==> src/rtl/swd_pkg.sv <==
package swd_pkg;
  localparam int unsigned WORD_W   = 32;
  localparam int unsigned ACK_W    = 3;
  localparam int unsigned STAT_W   = 4;
  localparam logic [2:0]  ACK_OK    = 3'b001;
  localparam logic [2:0]  ACK_WAIT  = 3'b010;
  localparam logic [2:0]  ACK_FAULT = 3'b100;
  localparam logic [3:0]  ST_OK     = 4'b0001;
  localparam logic [3:0]  ST_PARITY = 4'b1000;

  typedef enum logic [3:0] {
    PH_IDLE, PH_HDR, PH_TRN1, PH_ACK, PH_RDATA,
    PH_TRN2, PH_WDATA, PH_TAIL, PH_DRAIN, PH_FLUSH
  } phase_e;
endpackage

==> src/rtl/swd_bit_timer.sv <==
module swd_bit_timer #(
  parameter int unsigned DIV_W = 8
) (
  input  logic             clk,
  input  logic             rst_n,
  input  logic             run,
  input  logic [DIV_W-1:0] half_cnt,
  output logic             clk_low,
  output logic             sample_stb,
  output logic             bit_end_stb
);
  logic [DIV_W-1:0] hcnt_q, hcnt_d;
  logic             hi_q, hi_d;
  logic             wrap;

  assign wrap = (hcnt_q == half_cnt);

  always_comb begin
    hcnt_d = hcnt_q;
    hi_d   = hi_q;
    if (!run) begin
      hcnt_d = '0;
      hi_d   = 1'b0;
    end else if (wrap) begin
      hcnt_d = '0;
      hi_d   = ~hi_q;
    end else begin
      hcnt_d = hcnt_q + 1'b1;
    end
  end

  always_ff @(posedge clk or negedge rst_n) begin
    if (!rst_n) begin
      hcnt_q <= '0;
      hi_q   <= 1'b0;
    end else begin
      hcnt_q <= hcnt_d;
      hi_q   <= hi_d;
    end
  end

  assign clk_low     = run & ~hi_q;
  assign sample_stb  = run & ~hi_q & wrap;
  assign bit_end_stb = run & hi_q & wrap;
endmodule

==> src/rtl/swd_line_drv.sv <==
module swd_line_drv
  import swd_pkg::*;
#(
  parameter int unsigned CNT_W = 8
) (
  input  phase_e            phase,
  input  logic [CNT_W-1:0]  idx,
  input  logic [3:0]        req,
  input  logic [WORD_W-1:0] wdata,
  output logic              oe,
  output logic              dout
);
  logic [7:0] hdr;
  logic       wbit;

  assign hdr  = {1'b1, 1'b0, ^req, req, 1'b1};
  assign wbit = (idx < CNT_W'(WORD_W)) ? wdata[idx[4:0]] : ^wdata;

  always_comb begin
    oe   = 1'b1;
    dout = 1'b1;
    case (phase)
      PH_HDR:   dout = hdr[idx[2:0]];
      PH_WDATA: dout = wbit;
      PH_TAIL:  dout = 1'b0;
      PH_DRAIN: begin
        oe   = ~req[1];
        dout = 1'b0;
      end
      PH_TRN1, PH_TRN2, PH_ACK, PH_RDATA, PH_FLUSH: oe = 1'b0;
      default: ;
    endcase
  end
endmodule

==> src/rtl/swd_seq.sv <==
module swd_seq
  import swd_pkg::*;
#(
  parameter int unsigned DIV_W  = 8,
  parameter int unsigned IDLE_W = 8,
  parameter int unsigned CNT_W  = 8
) (
  input  logic              clk,
  input  logic              rst_n,
  input  logic              start,
  input  logic [3:0]        req_i,
  input  logic [WORD_W-1:0] wdata_i,
  input  logic [DIV_W-1:0]  half_i,
  input  logic [1:0]        turn_i,
  input  logic [IDLE_W-1:0] idle_i,
  input  logic              drain_i,
  input  logic              sample_stb,
  input  logic              bit_end_stb,
  input  logic              din,
  output logic              busy,
  output logic              done,
  output phase_e            phase,
  output logic [CNT_W-1:0]  idx,
  output logic [3:0]        req_q,
  output logic [WORD_W-1:0] wdata_q,
  output logic [DIV_W-1:0]  half_q,
  output logic [ACK_W-1:0]  ack_q,
  output logic [STAT_W-1:0] status_q,
  output logic [WORD_W-1:0] rdata_q
);
  phase_e              phase_q, phase_d;
  logic [CNT_W-1:0]    idx_q, idx_d, seg_last;
  logic [3:0]          req_d;
  logic [WORD_W-1:0]   wdata_d, rdata_d;
  logic [DIV_W-1:0]    half_d;
  logic [1:0]          turn_q, turn_d;
  logic [IDLE_W-1:0]   idle_q, idle_d;
  logic                drain_q, drain_d, done_q, done_d, fin;
  logic [ACK_W-1:0]    ack_d;
  logic [STAT_W-1:0]   status_d;
  logic [WORD_W:0]     shift_q, shift_d;
  logic                rnw, tail_go;

  assign rnw     = req_q[1];
  assign tail_go = (idle_q != '0);

  always_comb begin
    case (phase_q)
      PH_HDR:                     seg_last = CNT_W'(7);
      PH_TRN1, PH_TRN2:           seg_last = CNT_W'(turn_q);
      PH_ACK:                     seg_last = CNT_W'(ACK_W - 1);
      PH_RDATA, PH_WDATA, PH_DRAIN: seg_last = CNT_W'(WORD_W);
      PH_TAIL:                    seg_last = CNT_W'(idle_q) - 1'b1;
      PH_FLUSH:                   seg_last = CNT_W'(turn_q) + CNT_W'(WORD_W + 1);
      default:                    seg_last = '0;
    endcase
  end

  always_comb begin
    phase_d  = phase_q;
    idx_d    = idx_q;
    req_d    = req_q;
    wdata_d  = wdata_q;
    half_d   = half_q;
    turn_d   = turn_q;
    idle_d   = idle_q;
    drain_d  = drain_q;
    ack_d    = ack_q;
    status_d = status_q;
    rdata_d  = rdata_q;
    shift_d  = shift_q;
    done_d   = 1'b0;
    fin      = 1'b0;
    if (phase_q == PH_IDLE) begin
      if (start) begin
        phase_d  = PH_HDR;
        idx_d    = '0;
        req_d    = req_i;
        wdata_d  = wdata_i;
        half_d   = half_i;
        turn_d   = turn_i;
        idle_d   = idle_i;
        drain_d  = drain_i;
        ack_d    = '0;
        status_d = '0;
        rdata_d  = '0;
      end
    end else begin
      if (sample_stb && phase_q == PH_ACK)   ack_d   = {din, ack_q[ACK_W-1:1]};
      if (sample_stb && phase_q == PH_RDATA) shift_d = {din, shift_q[WORD_W:1]};
      if (bit_end_stb) begin
        if (idx_q != seg_last) begin
          idx_d = idx_q + 1'b1;
        end else begin
          idx_d = '0;
          case (phase_q)
            PH_HDR:  phase_d = PH_TRN1;
            PH_TRN1: phase_d = PH_ACK;
            PH_ACK: begin
              status_d = {1'b0, ack_q};
              if (ack_q == ACK_OK) begin
                phase_d = rnw ? PH_RDATA : PH_TRN2;
              end else if (ack_q == ACK_WAIT || ack_q == ACK_FAULT) begin
                if (drain_q) phase_d = PH_DRAIN;
                else         fin     = 1'b1;
              end else begin
                phase_d = PH_FLUSH;
              end
            end
            PH_RDATA: begin
              rdata_d = shift_q[WORD_W-1:0];
              if (^shift_q) status_d = ST_PARITY;
              phase_d = PH_TRN2;
            end
            PH_TRN2: begin
              if (ack_q != ACK_OK || rnw) begin
                if (ack_q == ACK_OK && tail_go) phase_d = PH_TAIL;
                else                            fin     = 1'b1;
              end else begin
                phase_d = PH_WDATA;
              end
            end
            PH_WDATA: begin
              if (tail_go) phase_d = PH_TAIL;
              else         fin     = 1'b1;
            end
            PH_DRAIN: begin
              if (rnw) phase_d = PH_TRN2;
              else     fin     = 1'b1;
            end
            default: fin = 1'b1;
          endcase
          if (fin) begin
            phase_d = PH_IDLE;
            done_d  = 1'b1;
          end
        end
      end
    end
  end

  always_ff @(posedge clk or negedge rst_n) begin
    if (!rst_n) begin
      phase_q  <= PH_IDLE;
      idx_q    <= '0;
      req_q    <= '0;
      wdata_q  <= '0;
      half_q   <= '0;
      turn_q   <= '0;
      idle_q   <= '0;
      drain_q  <= 1'b0;
      ack_q    <= '0;
      status_q <= '0;
      rdata_q  <= '0;
      shift_q  <= '0;
      done_q   <= 1'b0;
    end else begin
      phase_q  <= phase_d;
      idx_q    <= idx_d;
      req_q    <= req_d;
      wdata_q  <= wdata_d;
      half_q   <= half_d;
      turn_q   <= turn_d;
      idle_q   <= idle_d;
      drain_q  <= drain_d;
      ack_q    <= ack_d;
      status_q <= status_d;
      rdata_q  <= rdata_d;
      shift_q  <= shift_d;
      done_q   <= done_d;
    end
  end

  assign busy  = (phase_q != PH_IDLE);
  assign done  = done_q;
  assign phase = phase_q;
  assign idx   = idx_q;
endmodule

==> src/rtl/swd_xfer_engine.sv <==
module swd_xfer_engine
  import swd_pkg::*;
#(
  parameter int unsigned DIV_W  = 8,
  parameter int unsigned IDLE_W = 8
) (
  input  logic              clk,
  input  logic              rst_n,
  input  logic              start,
  input  logic [3:0]        req,
  input  logic [WORD_W-1:0] wdata,
  input  logic [DIV_W-1:0]  half_period,
  input  logic [1:0]        turn_sel,
  input  logic [IDLE_W-1:0] idle_len,
  input  logic              drain_en,
  input  logic              swdio_i,
  output logic              swclk,
  output logic              swdio_o,
  output logic              swdio_oe,
  output logic              busy,
  output logic              done,
  output logic [ACK_W-1:0]  ack,
  output logic [STAT_W-1:0] status,
  output logic [WORD_W-1:0] rdata
);
  localparam int unsigned CNT_W = (IDLE_W > 6) ? IDLE_W : 6;

  phase_e            phase;
  logic [CNT_W-1:0]  idx;
  logic [3:0]        req_q;
  logic [WORD_W-1:0] wdata_q;
  logic [DIV_W-1:0]  half_q;
  logic              clk_low, sample_stb, bit_end_stb;

  swd_bit_timer #(.DIV_W(DIV_W)) i_timer (
    .clk(clk), .rst_n(rst_n), .run(busy), .half_cnt(half_q),
    .clk_low(clk_low), .sample_stb(sample_stb), .bit_end_stb(bit_end_stb)
  );

  swd_seq #(.DIV_W(DIV_W), .IDLE_W(IDLE_W), .CNT_W(CNT_W)) i_seq (
    .clk(clk), .rst_n(rst_n), .start(start), .req_i(req), .wdata_i(wdata),
    .half_i(half_period), .turn_i(turn_sel), .idle_i(idle_len),
    .drain_i(drain_en), .sample_stb(sample_stb), .bit_end_stb(bit_end_stb),
    .din(swdio_i), .busy(busy), .done(done), .phase(phase), .idx(idx),
    .req_q(req_q), .wdata_q(wdata_q), .half_q(half_q), .ack_q(ack),
    .status_q(status), .rdata_q(rdata)
  );

  swd_line_drv #(.CNT_W(CNT_W)) i_drv (
    .phase(phase), .idx(idx), .req(req_q), .wdata(wdata_q),
    .oe(swdio_oe), .dout(swdio_o)
  );

  assign swclk = ~clk_low;
endmodule

==> config.mk <==
export PLATFORM = sky130hd
export DESIGN_NAME = swd_xfer_engine
export DESIGN_NICKNAME = d
export VERILOG_FILES = /design/src/rtl/swd_pkg.sv /design/src/rtl/swd_bit_timer.sv /design/src/rtl/swd_line_drv.sv /design/src/rtl/swd_seq.sv /design/src/rtl/swd_xfer_engine.sv
export SDC_FILE = /design/constraint.sdc
export NUM_CORES = 1
export LEC_CHECK = 0
export ABC_CLOCK_PERIOD_IN_PS = 3200
export BUFFER_PORTS_ARGS = -buffer_cell sky130_fd_sc_hd__buf_4
export CAP_MARGIN = 5
export CELL_PAD_IN_SITES_DETAIL_PLACEMENT = 1
export CELL_PAD_IN_SITES_GLOBAL_PLACEMENT = 1
export CORE_MARGIN = 3
export CORE_UTILIZATION = 46
export CTS_CLUSTER_SIZE = 14
export DETAILED_ROUTE_END_ITERATION = 7
export GPL_TIMING_DRIVEN = 0
export PLACE_DENSITY = 0.76
export SKIP_CTS_REPAIR_TIMING = 1
export SYNTH_ARGS = -nofsm -noshare
export SYNTH_HDL_FRONTEND = slang
export SYNTH_SLANG_ARGS = --single-unit
==> constraint.sdc <==
create_clock -name clk -period 3.2 [get_ports clk]
set_input_delay 0.32 -clock clk [delete_from_list [all_inputs] [get_ports clk]]
set_output_delay 0.32 -clock clk [all_outputs]
set_load 0.03 [all_outputs]
Word level (Yosys, flattened, before mapping):

Index checks and enable logic that the tools add are counted.

* register bits: 149
* bits of input ports: 59
* output and inout port bits: 44
* word-level logic and storage cells: 140

* add/subtract/negate cells: 4
* $lt $le $gt $ge: 3
* eq/ne operators: 23
* muxes and demuxes: 59
* bitwise gates (word level): 8
* reductions and logical operators: 28

Operators with widths (number)
* 32-bit two-way mux: 5
* 4-bit two-way mux: 17
* 8-bit two-way mux: 6
* 8-bit one-hot mux with 6 select lines: 1
* 33-bit XOR reduction: 1
* 32-bit XOR reduction: 1
* 4-bit one-hot mux with 7 select lines: 1
* 1-bit two-way mux: 20
* 8-bit by 1-bit adder with 8-bit output, second input constant: 2
* 4-bit by 3-bit equality test with 1-bit output, second input constant: 4
* 3-bit two-way mux: 3
* 9-bit nonzero test: 1
* 4-bit by 2-bit equality test with 1-bit output, second input constant: 2
* 4-bit equality test, second input constant: 2
* 8-bit equality test: 1
* 8-bit by 6-bit less-than comparator with 1-bit output, second input constant: 1
* 4-bit != test, second input constant: 2
* 8-bit != test: 1
* 4-bit one-hot mux with 2 select lines: 1
* 2-bit AND reduction: 4
* 8-bit AND reduction: 1
* 8-bit nonzero test: 1
* 8-bit by 1-bit subtractor with 8-bit output, second input constant: 1
* 2-bit by 6-bit adder with 7-bit output, second input constant: 1
* 31 further kinds: 45

Logic depth before layout (Yosys ltp):

* depth in word-level cells: 12
* depth in mapped cells: 11

Modules after synthesis:

A second synthesis with hierarchy kept.

* cells, all modules: 729
* area, all modules: 7573.5 um^2

Modules (own cells, without submodules)
* swd_seq: instances 1, cells an instance 596, area each 6341.1 um^2, sequential area each 3503.4 um^2
* swd_line_drv: instances 1, cells an instance 83, area each 728.2 um^2, sequential area each 0.0 um^2
* swd_bit_timer: instances 1, cells an instance 49, area each 500.5 um^2, sequential area each 225.2 um^2
* swd_xfer_engine: instances 1, cells an instance 1, area each 3.8 um^2, sequential area each 0.0 um^2

Worst setup path after synthesis:

Ideal clock, no wire load.

* kind: register -> register
* from: register i_seq.idle_q[3]
* to: register i_seq.status_q[0]
* arrival time: 2877 ps
* data required time: 3075 ps
* path slack: 198 ps
* cell stages (with the launch flop): 10
* path buffers: 1
* clock period less this slack: 3002 ps
* path through: dfrtp_1 > buf_6 > or4_4 > or4_1 > and3_1 > nor4_2 > nand4_2 > o21ai_4 > o2111ai_2 > mux2_2

* cells in the longest elaborated chain, start to end: 5

RTL lines
* from (decl): RTL line swd_seq.sv:37 `logic [IDLE_W-1:0] idle_q, idle_d;`
* from (signal assigned): RTL line swd_seq.sv:164 `idle_q <= idle_d;`
* 8-bit by 1-bit subtractor with 8-bit output: RTL line swd_seq.sv:53 `PH_TAIL: seg_last = CNT_W'(idle_q) - 1'b1;`
* 8-bit one-hot mux with 6 select lines: RTL line swd_seq.sv:48 `case (phase_q)`
* 8-bit != test: RTL line swd_seq.sv:92 `if (idx_q != seg_last) begin`
* 2-bit by 1-bit != test with 1-bit output (no source line)
* 5-bit AND reduction (no source line)
* to (signal assigned): RTL line swd_seq.sv:167 `status_q <= status_d;`
* to (decl): RTL line swd_seq.sv:28 `output logic [STAT_W-1:0] status_q,`

No other way between the ends.
A chain may end at the register's enable or synchronous reset.

Final worst setup path:

* from: register i_seq.idle_q[4]
* to: register i_seq.rdata_q[29]

* cells in the longest elaborated chain, start to end: 5

RTL lines
* 8-bit by 1-bit subtractor with 8-bit output: RTL line swd_seq.sv:53
* 8-bit one-hot mux with 6 select lines: RTL line swd_seq.sv:48
* 8-bit != test: RTL line swd_seq.sv:92
* 2-bit by 1-bit != test with 1-bit output (no source line)
* 4-bit AND reduction (no source line)
* to (signal assigned): RTL line swd_seq.sv:168 `rdata_q <= rdata_d;`
* to (decl): RTL line swd_seq.sv:29 `output logic [WORD_W-1:0] rdata_q`

No other way between the ends.

==> results.ini <==
[setup_path]
cpMostUsedCell=or4_4
start_kind=flop
worstPathArrival_ns=3.52
worstSetupPathType=reg2reg
worstPathRequired_ns=3.53
slowest_stage=or4_4
path_cells=or4_4 > or4_4 > and3_4 > nor4_4 > nand4_4 > o21ai_4 > nand3_4 > buf_12 > mux2i_2
path_max_fanout=6
cpPeakStageDelay_ns=0.55
cp-end-kind=flop

[synthesis]
synthSimpleGateAreaFrac_pct=10.5
syn-cell-area_mm2=0.00779
async_flop_share_pct=100
synth_edf_count=0
synth_top_family_by_area=multiplexers
synth-compound-area-share_pct=5.73
synthCells=673
syn_nets=737
synth-xor-area-share_pct=9.91
avgSynthCellArea_um2=11.6
ys_ff_latch=149
netlist-cell-type-count=66
synth-adder-area-share_pct=0.803
ys_seq_area_share_pct=47.9
synth_ff_type=dfrtp_1
yosys-mux-area-fraction_pct=21.0
ys_warn_count=0

[floorplan]
die_h_um=136
coreArea_mm2=0.0162
start_util_pct=48.0
num_io_pins=103
dieWidth_um=136
die-area_mm2=0.0185
std_cell_rows=46

[sta]
slew_headroom_pct=49.5
rsz0062_at_grt=yes
fin_crit_ns=3.19
worst_slew_pin_slew_ns=0.749
skew_ns=0.00699
hold_violations=0
whs_ns=0.125
setup_violations=0
fmax_ghz=0.314
slew_violations=0
period_share_pct=99.6

[power]
p_switching_w=0.00382
internal_power_w=0.00604
p_per_area_mw_per_mm2=1010
p_sw_share_pct=38.8
ir_drop_uv=545
p_comb_share_pct=47.3
seqPwrFrac_pct=30.8
pwr-share-clk_pct=21.9
p_leak_nw=4.59

[clock_network]
cts_sinks=149
max-clock-path-buffers=2
clk_pin_slew_worst_paths_ns=0.06
cts_root_buf=clkbuf_16
cts.htree.levels=4
cts_tree=yes
worstSkewPairLatency_ns=0.42
cts_inserted_buffers=17

[outcome]
status=completed

[global_routing]
grt_overflow_total=0
grt_max_degree=90
antenna_found_initial=0
grt_pass1_wl_um=32000
gr-usage-all-layers_pct=22.1
grt_pass1_vias=6001

[job]
cap_violations=0

[place]
portBuffers=102
dp.final_hpwl_um=14200
placed_cell_area_mm2=0.00886
place_congestion=0.829

[final_layout]
area_growth_pct=24.9
final_cell_area_mm2=0.00973
fin_nets=871
antenna_cells=0
layout-drive-gt1-share_pct=34.3
final_util_pct=59.9

[drt]
vias=5602
drc=0
post_drt_wl_per_cell_um=19.3
drt_wl_total_um=20000
first_pass_iters=6
first_iter_violations=288
ant_nets=0
vias_per_cell=5.41

[worst_hold_path]
hp-class=in2reg

-- path summary, 6_finish.rpt --
check | startpoint | endpoint | slack, ns | depth (start not counted)
worst max-delay path | i_seq.idle_q[4] | i_seq.rdata_q[29] | 0.01 | 9
worst min register to register | i_seq.rdata_q[19] | i_seq.rdata_q[19] | 0.52 | 2
min in group asynchronous | rst_n | i_seq.idx[4] | 0.44 | 2
max in group asynchronous | rst_n | i_seq.shift_q[32] | 1.90 | 3
worst max register to register | i_seq.idle_q[4] | i_seq.rdata_q[29] | 0.01 | 9
worst min-delay path | wdata[24] | i_seq.wdata_q[24] | 0.13 | 2
-- cells in the mapped netlist (2+ instances only) --
master / number / share of area, %
xnor3_1: 2 / 0.58
nand4b_1: 2 / 0.22
nor3_1: 13 / 0.84
o31ai_1: 2 / 0.19
mux4_2: 10 / 2.9
nor2b_1: 9 / 0.72
a22o_1: 6 / 0.67
xor2_1: 13 / 1.5
nand2_1: 49 / 2.4
a2111oi_0: 2 / 0.22
dfrtp_1: 149 / 48
a21oi_1: 13 / 0.84
o21ai_0: 11 / 0.71
inv_1: 42 / 2.0
mux2i_1: 34 / 4.4
or3b_2: 2 / 0.22
buf_6: 4 / 0.58
o211ai_1: 2 / 0.19
nand4_1: 3 / 0.24
o32ai_1: 2 / 0.22
a211oi_1: 3 / 0.29
nand3b_1: 2 / 0.19
nand2b_1: 7 / 0.56
nor2_1: 24 / 1.2
clkbuf_1: 23 / 1.1
a22oi_1: 2 / 0.19
nand3_1: 15 / 0.96
ha_1: 5 / 0.80
buf_1: 7 / 0.34
nor3b_1: 5 / 0.48
xnor2_1: 70 / 7.9
a31oi_1: 2 / 0.16
mux2_2: 95 / 14
or4_1: 4 / 0.39
and3_1: 8 / 0.64
-- registers in the layout (all words and copies together), names as in the netlist --
register,count
i_seq.ack_q,3
i_seq.done,1
i_seq.drain_q,1
i_seq.half_q,8
i_seq.idle_q,8
i_seq.idx,8
i_seq.phase,4
i_seq.rdata_q,32
i_seq.req_q,4
i_seq.shift_q,33
i_seq.status_q,4
i_seq.turn_q,2
i_seq.wdata_q,32
i_timer.hcnt_q,8
i_timer.hi_q,1
-- metal layers --
metal | GRT usage (%) | part of all wire, %
met2 | 36.5 | 50
met3 | 3.85 | 3.5
met4 | 6.38 | 1.3
met1 | 30.0 | 45
met5 | 0 | 0
-- critical path, delay by kind of cell (launching register included) --
family | cells | cell delay, ns
and+or+nand+nor | 6 | 1.90
DFF | 1 | 0.46
AOI/OAI and AO/OA | 1 | 0.29
buffers and inverters | 1 | 0.25
muxes | 1 | 0.20
-- power groups by stage --
stage	clock [W]	sequential, W	combinational, W
2_1_floorplan	0	0.00312	0.00306
3_3_place_gp	0	0.00297	0.00428
3_5_place_dp	0	0.00304	0.00449
4_1_cts	0.00220	0.00301	0.00452
5_1_grt	0.00228	0.00311	0.00504
6_report	0.00216	0.00304	0.00467
-- cell type report --
class | instances | area [um^2]
buffer | 34 | 201
clock buffer | 21 | 470
clock inverter | 11 | 170
fill | 1713 | 6500
inverter | 43 | 165
multi-input combinational | 446 | 3800
sequential | 149 | 3730
tap | 216 | 270
timing repair buffer | 116 | 918
-- logic make-up after synthesis --
group                      count (synthesis)
and+or+nand+nor                          155
DFF                                      149
muxes                                    139
xor gates and xnor gates                  85
buffers and inverters                     78
AOI/OAI and AO/OA                         62
adders and majority gates                  5
-- stage by stage --
step	cells	setup WS [ns]	setup TNS (ns)	power [W]
2_1_floorplan	673	0.198	0	0.00618
3_3_place_gp	991	-0.367	-3.21	0.00725
3_5_place_dp	992	-0.397	-4.68	0.00753
4_1_cts	1024	-0.875	-6.14	0.00973
5_1_grt	1036	-0.0698	-1.13	0.0104
6_report	1036	0.0143	0	0.00987
-- cells in the final DEF, fill, tap and decap left out, types with 9 or more instances in the layout --
cell type and instances:
mux4_2 10, a21oi_1 13, nor2_1 24, mux2i_1 33
nor2b_1 9, xnor2_1 70, nand3_1 15, nor3_1 12
clkbuf_1 16, clkbuf_16 18, o21ai_0 11, mux2_2 93
inv_1 42, xor2_1 13, nand2_1 48, buf_4 112
dfrtp_1 147
Note: power is estimated with default switching activity, not from simulation.
